===== config.mk =====
export PLATFORM = sky130hd
export DESIGN_NAME = sdram_modecmd_top
export DESIGN_NICKNAME = d
export VERILOG_FILES = /design/src/rtl/sdmr_pkg.sv /design/src/rtl/sdmr_rule_check.sv /design/src/rtl/sdmr_space_reg.sv /design/src/rtl/sdmr_cmd_seq.sv /design/src/rtl/sdram_modecmd_top.sv
export SDC_FILE = /design/constraint.sdc
export NUM_CORES = 1
export LEC_CHECK = 0
export ABC_CLOCK_PERIOD_IN_PS = 2940
export CELL_PAD_IN_SITES_DETAIL_PLACEMENT = 0
export CELL_PAD_IN_SITES_GLOBAL_PLACEMENT = 1
export CORE_MARGIN = 2
export CORE_UTILIZATION = 34
export CTS_BUF_LIST = sky130_fd_sc_hd__clkbuf_16
export DETAILED_ROUTE_END_ITERATION = 8
export PLACE_DENSITY_LB_ADDON = 0.3
export SLEW_MARGIN = 20
export SYNTH_ARGS = -nofsm -noshare
export SYNTH_HDL_FRONTEND = slang
export SYNTH_HIERARCHICAL = 1
export SYNTH_SLANG_ARGS = --single-unit

===== constraint.sdc =====
create_clock -name clk -period 2.94 [get_ports clk]
set_input_delay 0.735 -clock clk [delete_from_list [all_inputs] [get_ports clk]]
set_output_delay 0.735 -clock clk [all_outputs]
set_load 0.01 [all_outputs]

===== src/rtl/sdmr_pkg.sv =====
// Package: shared constants and types for the SDRAM mode-register command issuer.
// Assumes a 15-bit mode word and a two-bit bank address on the device.
package sdmr_pkg;
    localparam int MODE_W   = 15;
    localparam int BA_W     = 2;
    localparam int BL_LSB   = 0;   // burst-length field position in the mode word
    localparam int CL_LSB   = 4;   // CAS-latency field position in the mode word
    localparam int FIELD_W  = 3;
    localparam logic [BA_W-1:0] BA_MRS  = 2'b00;
    localparam logic [BA_W-1:0] BA_EMRS = 2'b10;

    typedef enum logic [1:0] {
        SEQ_IDLE = 2'd0,
        SEQ_CMD  = 2'd1,
        SEQ_WAIT = 2'd2
    } seq_state_e;
endpackage


===== src/rtl/sdmr_rule_check.sv =====
// Module: combinational legality check of a mode word before it is stored.
// Only a standard mode register set (bank 00) is judged; extended words
// never raise the flag. Burst length must encode 1 (000), and the CAS-latency
// field must match the latency the controller is configured for.
module sdmr_rule_check
    import sdmr_pkg::*;
(
    input  logic [MODE_W-1:0]  mode_word,
    input  logic [BA_W-1:0]    bank_sel,
    input  logic [FIELD_W-1:0] cfg_cl,
    output logic               bad_word
);
    logic [FIELD_W-1:0] bl_field;
    logic [FIELD_W-1:0] cl_field;

    // Extract the two judged fields and compare them against the rules.
    always_comb begin
        bl_field = mode_word[BL_LSB +: FIELD_W];
        cl_field = mode_word[CL_LSB +: FIELD_W];
        bad_word = (bank_sel == BA_MRS) &&
                   ((bl_field != '0) || (cl_field != cfg_cl));
    end
endmodule


===== src/rtl/sdmr_space_reg.sv =====
// Module: storage for one chip-select space: the mode word and its warn flag.
// Assumes the top has already qualified the write (decode, busy, low-power),
// so wr_take is a fully accepted write for this space.
module sdmr_space_reg
    import sdmr_pkg::*;
(
    input  logic               clk,
    input  logic               rst_n,
    input  logic               wr_take,
    input  logic [MODE_W-1:0]  wr_mode,
    input  logic [BA_W-1:0]    wr_ba,
    input  logic [FIELD_W-1:0] cfg_cl,
    output logic [MODE_W-1:0]  mode_q,
    output logic               warn_q
);
    logic bad_word;

    sdmr_rule_check u_rule (
        .mode_word (wr_mode),
        .bank_sel  (wr_ba),
        .cfg_cl    (cfg_cl),
        .bad_word  (bad_word)
    );

    // Store the mode word and the verdict on every accepted write.
    always_ff @(posedge clk) begin
        if (!rst_n) begin
            mode_q <= '0;
            warn_q <= 1'b0;
        end else if (wr_take) begin
            mode_q <= wr_mode;
            warn_q <= bad_word;
        end
    end

    // without an accepted write the stored word must not move.
    a_r7_word_held: assert property (@(posedge clk) disable iff (!rst_n)
        !wr_take |=> $stable(mode_q));
    // the warn flag only changes on an accepted write.
    a_r8_warn_held: assert property (@(posedge clk) disable iff (!rst_n)
        !wr_take |=> $stable(warn_q));
endmodule


===== src/rtl/sdmr_cmd_seq.sv =====
// Module: shared command sequencer that drives the SDRAM command pins.
// One sequence at a time: a command cycle, then TMRD wait cycles. The pins
// are registered, so the command appears in the cycle after the start edge.
// Assumes start is only raised while busy is low.
module sdmr_cmd_seq
    import sdmr_pkg::*;
#(
    parameter int NUM_SP    = 2,
    parameter int SD_ADDR_W = 19,
    parameter int TMRD      = 2
) (
    input  logic                   clk,
    input  logic                   rst_n,
    input  logic                   start,
    input  logic [NUM_SP-1:0]      start_sel,
    input  logic [MODE_W-1:0]      start_mode,
    input  logic [BA_W-1:0]        start_ba,
    output logic                   busy,
    output logic [NUM_SP-1:0]      busy_sp,
    output logic [NUM_SP-1:0]      cs_n,
    output logic                   ras_n,
    output logic                   cas_n,
    output logic                   we_n,
    output logic [SD_ADDR_W-1:0]   addr,
    output logic [BA_W-1:0]        ba
);
    localparam int CNT_W = (TMRD < 2) ? 1 : $clog2(TMRD);

    seq_state_e          state;
    logic [NUM_SP-1:0]   sel_q;
    logic [CNT_W-1:0]    wait_cnt;

    // Advance the command sequence and hold the owning space.
    always_ff @(posedge clk) begin
        if (!rst_n) begin
            state    <= SEQ_IDLE;
            sel_q    <= '0;
            wait_cnt <= '0;
        end else begin
            case (state)
                SEQ_IDLE: if (start) begin
                    state <= SEQ_CMD;
                    sel_q <= start_sel;
                end
                SEQ_CMD: begin
                    if (TMRD == 0) begin
                        state <= SEQ_IDLE;
                    end else begin
                        state    <= SEQ_WAIT;
                        wait_cnt <= CNT_W'(TMRD - 1);
                    end
                end
                SEQ_WAIT: begin
                    if (wait_cnt == '0) state <= SEQ_IDLE;
                    else                wait_cnt <= wait_cnt - 1'b1;
                end
                default: state <= SEQ_IDLE;
            endcase
        end
    end

    // Register the pins: the command for one cycle after start, idle otherwise.
    always_ff @(posedge clk) begin
        if (!rst_n || !(start && state == SEQ_IDLE)) begin
            cs_n  <= '1;
            ras_n <= 1'b1;
            cas_n <= 1'b1;
            we_n  <= 1'b1;
            addr  <= '0;
            ba    <= '0;
        end else begin
            cs_n  <= ~start_sel;
            ras_n <= 1'b0;
            cas_n <= 1'b0;
            we_n  <= 1'b0;
            addr  <= SD_ADDR_W'({start_mode, 2'b00});
            ba    <= start_ba;
        end
    end

    // Report which space owns the running sequence.
    always_comb begin
        busy    = (state != SEQ_IDLE);
        busy_sp = busy ? sel_q : '0;
    end

    // a command lasts exactly one cycle.
    a_r3_single_cmd: assert property (@(posedge clk) disable iff (!rst_n)
        !ras_n |=> ras_n);
    // at most one chip select is active.
    a_r3_cs_onehot: assert property (@(posedge clk) disable iff (!rst_n)
        $onehot0(~cs_n));
    // the two lowest address pins stay low during a command.
    a_r4_low_pins_zero: assert property (@(posedge clk) disable iff (!rst_n)
        !ras_n |-> (addr[1:0] == 2'b00));
    // a command is always covered by a busy flag of the same space.
    a_r6_cmd_busy: assert property (@(posedge clk) disable iff (!rst_n)
        !ras_n |-> (busy_sp == ~cs_n));
    // at most one busy bit.
    a_r6_busy_onehot: assert property (@(posedge clk) disable iff (!rst_n)
        $onehot0(busy_sp));
endmodule


===== src/rtl/sdram_modecmd_top.sv =====
// Module: top of the SDRAM mode-register command issuer.
// Decodes the CPU port, qualifies writes against busy and low-power status,
// keeps one mode register per space and hands accepted writes to the shared
// sequencer. Assumes one CPU write per cycle at most.
module sdram_modecmd_top
    import sdmr_pkg::*;
#(
    parameter int NUM_SP    = 2,
    parameter int CPU_AW    = 4,
    parameter int SD_ADDR_W = 19,
    parameter int TMRD      = 2
) (
    input  logic                  clk,
    input  logic                  rst_n,
    input  logic                  cpu_wr,
    input  logic [CPU_AW-1:0]     cpu_addr,
    input  logic [31:0]           cpu_wdata,
    input  logic [BA_W-1:0]       wr_bank_sel,
    output logic [31:0]           cpu_rdata,
    input  logic [FIELD_W-1:0]    cfg_cas_lat,
    input  logic [NUM_SP-1:0]     lp_sref,
    input  logic [NUM_SP-1:0]     lp_pdown,
    input  logic [NUM_SP-1:0]     lp_dpd,
    output logic [NUM_SP-1:0]     mrs_busy,
    output logic [NUM_SP-1:0]     mode_warn,
    output logic [NUM_SP-1:0]     sd_cs_n,
    output logic                  sd_ras_n,
    output logic                  sd_cas_n,
    output logic                  sd_we_n,
    output logic [SD_ADDR_W-1:0]  sd_addr,
    output logic [BA_W-1:0]       sd_ba
);
    localparam int PAD_W = 32 - MODE_W;

    logic [NUM_SP-1:0]  hit;
    logic [NUM_SP-1:0]  take;
    logic [MODE_W-1:0]  mode_q [NUM_SP];
    logic               seq_busy;
    logic [MODE_W-1:0]  wr_mode;

    assign wr_mode = cpu_wdata[MODE_W-1:0];

    for (genvar m = 0; m < NUM_SP; m++) begin : g_space
        // Decode this space's offset and qualify the write.
        always_comb begin
            hit[m]  = (cpu_addr == CPU_AW'(4 * m));
            take[m] = cpu_wr && hit[m] && !seq_busy &&
                      !(lp_sref[m] || lp_pdown[m] || lp_dpd[m]);
        end

        sdmr_space_reg u_reg (
            .clk     (clk),
            .rst_n   (rst_n),
            .wr_take (take[m]),
            .wr_mode (wr_mode),
            .wr_ba   (wr_bank_sel),
            .cfg_cl  (cfg_cas_lat),
            .mode_q  (mode_q[m]),
            .warn_q  (mode_warn[m])
        );
    end

    // Return the addressed mode word, zero-padded; unmapped offsets read 0.
    always_comb begin
        cpu_rdata = '0;
        for (int m = 0; m < NUM_SP; m++) begin
            if (hit[m]) cpu_rdata = {{PAD_W{1'b0}}, mode_q[m]};
        end
    end

    sdmr_cmd_seq #(
        .NUM_SP    (NUM_SP),
        .SD_ADDR_W (SD_ADDR_W),
        .TMRD      (TMRD)
    ) u_seq (
        .clk        (clk),
        .rst_n      (rst_n),
        .start      (|take),
        .start_sel  (take),
        .start_mode (wr_mode),
        .start_ba   (wr_bank_sel),
        .busy       (seq_busy),
        .busy_sp    (mrs_busy),
        .cs_n       (sd_cs_n),
        .ras_n      (sd_ras_n),
        .cas_n      (sd_cas_n),
        .we_n       (sd_we_n),
        .addr       (sd_addr),
        .ba         (sd_ba)
    );

    // no write is taken while a sequence runs.
    a_r7_no_take_busy: assert property (@(posedge clk) disable iff (!rst_n)
        (mrs_busy != '0) |-> (take == '0));
    // a write while busy leaves the pins idle next cycle.
    a_r7_refused_silent: assert property (@(posedge clk) disable iff (!rst_n)
        (cpu_wr && mrs_busy != '0) |=> (sd_cs_n == '1));
    // the upper read bits are always zero.
    a_r2_upper_zero: assert property (@(posedge clk) disable iff (!rst_n)
        cpu_rdata[31:MODE_W] == '0);
endmodule


==> key figures <==
Power
  – Switching share of power: 20.6%
  – Int Pwr: 1.48 mW
  – Combinational share of power: 6.7%
  – Clk pwr share: 51.7%
  – PwrDens: 500 mW/mm^2
  – Sw power: 0.385 mW
  – Design Power: 1.87 mW
  – Max IR drop VDD: 0.000248 V
  – Leakage: 1.45 nW
  – Sequential Power Share: 41.6%

Synth
  – Async SR Flop Fraction: 0%
  – Synth Instances: 241
  – Post-synth EDFFs: 0
  – Yosys cell types: 30
  – Post-synthesis cell area: 0.00257 sq mm
  – Ys Warns: 6
  – Register area share after synthesis: 44.3%
  – Synthesized flop and latch total: 57
  – Most used DFF post-synth: dfxtp_1
  – Syn Area/Cell: 10.7 sq um

Final layout
  – Area grow syn2layout: 44.9%
  – Most common cell after layout, fill and taps aside: dfxtp_1
  – Antenna diode count: 0
  – Most frequent cells in the layout: 57 x dfxtp_1, 54 x clkdlybuf4s50_1, 34 x nor2b_1, 33 x mux2i_1, 21 x conb_1
  – Layout cells sized above 1: 13.8%
  – Final #Nets: 384

Timing
  – Hold WS: 0.458 ns
  – Final period utilization: 98.1%
  – Min Tclk post-route: 2.88 ns
  – Peak Freq: 347 MHz
  – Clk_skew: 0.00311 ns
  – # setup viols final: 0
  – Final hold viol count: 0
  – RSZ-0062 raised after global routing: no
  – Final Max Slew Viols: 0

Route
  – DRC viols: 0
  – Post-route ant nets: 0
  – Initial drt markers: 52
  – Post-DR vias/cell: 4.28
  – DRT Pass-1 Iters: 4
  – DRT Wirelength: 5.86 mm
  – Vias after detailed routing: 1855
  – Drt wl/cell: 13.5 um

Clock network
  – TritonCTS clock tree: built
  – CTS Hold Bufs: 0
  – Num CTS Buffers: 9
  – H-tree depth: 3
  – CTS Sinks: 57
  – Clock buffer depth: 2
  – Clock root cell: clkbuf_16
  – Clock-pin transition on the worst setup and hold timing paths: 0.05 ns
  – Clk_lat worst skew: 0.32 ns

Worst setup path
  – CP peak stage delay: 0.29 ns
  – Worst path cell trace: dlygate4sd2_1 > nor4b_4 > buf_4 > bufbuf_16 > buf_4 > a22o_1 > clkdlybuf4s15_2
  – Most frequent CP cell: buf_4
  – Critical Path RT: 2.20 ns
  – Worst EP arrival: 2.15 ns
  – CP endpoint kind: output port
  – Crit path max-delay cell type: dlygate4sd2_1
  – Crit Path Category: in -> out
  – CP max FO: 6
  – Setup crit start kind: primary input

Floorplanning
  – Rows: 31
  – Core Area: 0.00729 sq mm
  – Chip width: 91.0 um
  – I/O pin cnt: 112
  – Die H: 91.0 um
  – Initial Util: 35.3%
  – Die area: 0.00829 sq mm

Place
  – Detailed Place HPWL: 3.83 mm
  – PortBufs: 73
  – Routability cong.: 0.664

GRT
  – Initial antenna violation count: 0
  – Number of global-route vias before repair: 1772
  – Largest net degree at the start of global routing: 35
  – Overflow after GRT: 0
  – First-pass GRT wire length: 9.03 mm
  – All-Layer GR Usage: 14.4%

Run
  – Max Cap Violations: 0

Worst hold path
  – Hold Crit Class: reg -> reg

Outcome
  – Run status: completed
## final timing paths
check             slack (ns)  cells after the start           start                          to
setup / recovery        0.06                      7     cpu_addr[1]               cpu_rdata[14]
hold / removal          0.46                      2  u_seq/sel_q[0]              u_seq/sel_q[0]
setup reg to reg        1.27                      8  u_seq/state[0]  g_space[1].u_reg/mode_q[5]
hold reg to reg         0.46                      2  u_seq/sel_q[0]              u_seq/sel_q[0]
## area by class of cell
| class | instances | area, sq um |
|---|---|---|
| well taps | 99 | 124 |
| clock inverters | 6 | 51.3 |
| repair buffers | 92 | 965 |
| inverters | 6 | 22.5 |
| multi-input cells | 164 | 1200 |
| flip-flops and latches | 57 | 1140 |
| fillers | 699 | 3560 |
| clock buffers | 9 | 225 |
## through the flow
step | cell area (sq um) | worst slack (ns) | cells | setup TNS [ns] | utilization (%)
2_1_floorplan | 2650 | 0.705 | 260 | 0 | -
3_3_place_gp | 3350 | -0.310 | 409 | -4.23 | 45.9
3_5_place_dp | 3350 | -0.307 | 409 | -4.26 | 45.9
4_1_cts | 3720 | 0.000346 | 432 | 0 | 51.1
5_1_grt | 3730 | 0.00245 | 433 | 0 | 51.2
6_report | 3730 | 0.0559 | 433 | 0 | 51.2
## worst max-delay path, delay by kind of cell
family	cells	cell delay, ns
buf+inv	5	1.07
compound gates	1	0.14
simple gates	1	0.21
## metal layers
metal  part of all wire (%)  wire (um)  track usage (%)  up-vias
met3                    5.2        306             3.24        8
li1                       -          -                -      937
met4                    2.2        128             9.09        0
met2                     47       2730             22.3       63
met5                      0          0                0        -
met1                     46       2690             18.1      847
## registers in the layout, summed over array words and instances (netlist names)
register / cells
u_seq/wait_cnt: 1
u_seq/sel_q: 2
g_space.u_reg/mode_q: 30
u_seq/addr: 15
g_space.u_reg/warn_q: 2
u_seq/we_n: 1
u_seq/cs_n: 2
u_seq/ba: 2
u_seq/state: 2
## power groups by stage
stage / clock network (mW) / registers, mW / logic [mW]
2_1_floorplan: 0 / 0.792 / 0.0656
4_1_cts: 0.988 / 0.776 / 0.125
6_report: 0.964 / 0.777 / 0.125
3_3_place_gp: 0 / 0.792 / 0.116
3_5_place_dp: 0 / 0.792 / 0.116
5_1_grt: 1.02 / 0.776 / 0.133
## kinds of logic (layout without fill, tap and decap cells)
logic type               Yosys count  in the layout  share of synthesized area (%)
AO/OA/AOI/OAI                     24             24                           7.48
XOR/XNOR                           6              6                           2.04
adder cells (fa/ha/maj)            4              4                           1.94
buffers and inverters             39            113                           11.9
flip-flops                        57             57                           44.3
multiplexers                      33             33                           12.8
other                              2             21                          0.292
AND/OR/NAND/NOR                   76             76                           19.2
## cells in the mapped netlist, types with 2 or more instances
cell | n | area, sq um
a211oi_1 | 2 | 15.0
a21oi_1 | 3 | 15.0
a22o_1 | 15 | 131
a41oi_1 | 2 | 17.5
and2_1 | 17 | 106
buf_12 | 2 | 40.0
buf_4 | 24 | 180
buf_6 | 5 | 56.3
clkbuf_1 | 2 | 7.51
conb_1 | 2 | 7.51
dfxtp_1 | 57 | 1140
ha_1 | 4 | 50.1
inv_1 | 6 | 22.5
mux2i_1 | 33 | 330
nand2_1 | 8 | 30.0
nand3_1 | 2 | 10.0
nor2_1 | 3 | 11.3
nor2b_1 | 34 | 213
nor3_1 | 3 | 15.0
or2_0 | 2 | 12.5
xnor2_1 | 6 | 52.6
## timing repair
action | in CTS | in global routing
gates resized for setup | 26 | 9
buffers inserted | 6 | 1
gates cloned | 2 | 0
endpoints found under the setup margin | 15 | 9
pin swaps | 2 | 0
(Power assumes the default switching activity.)
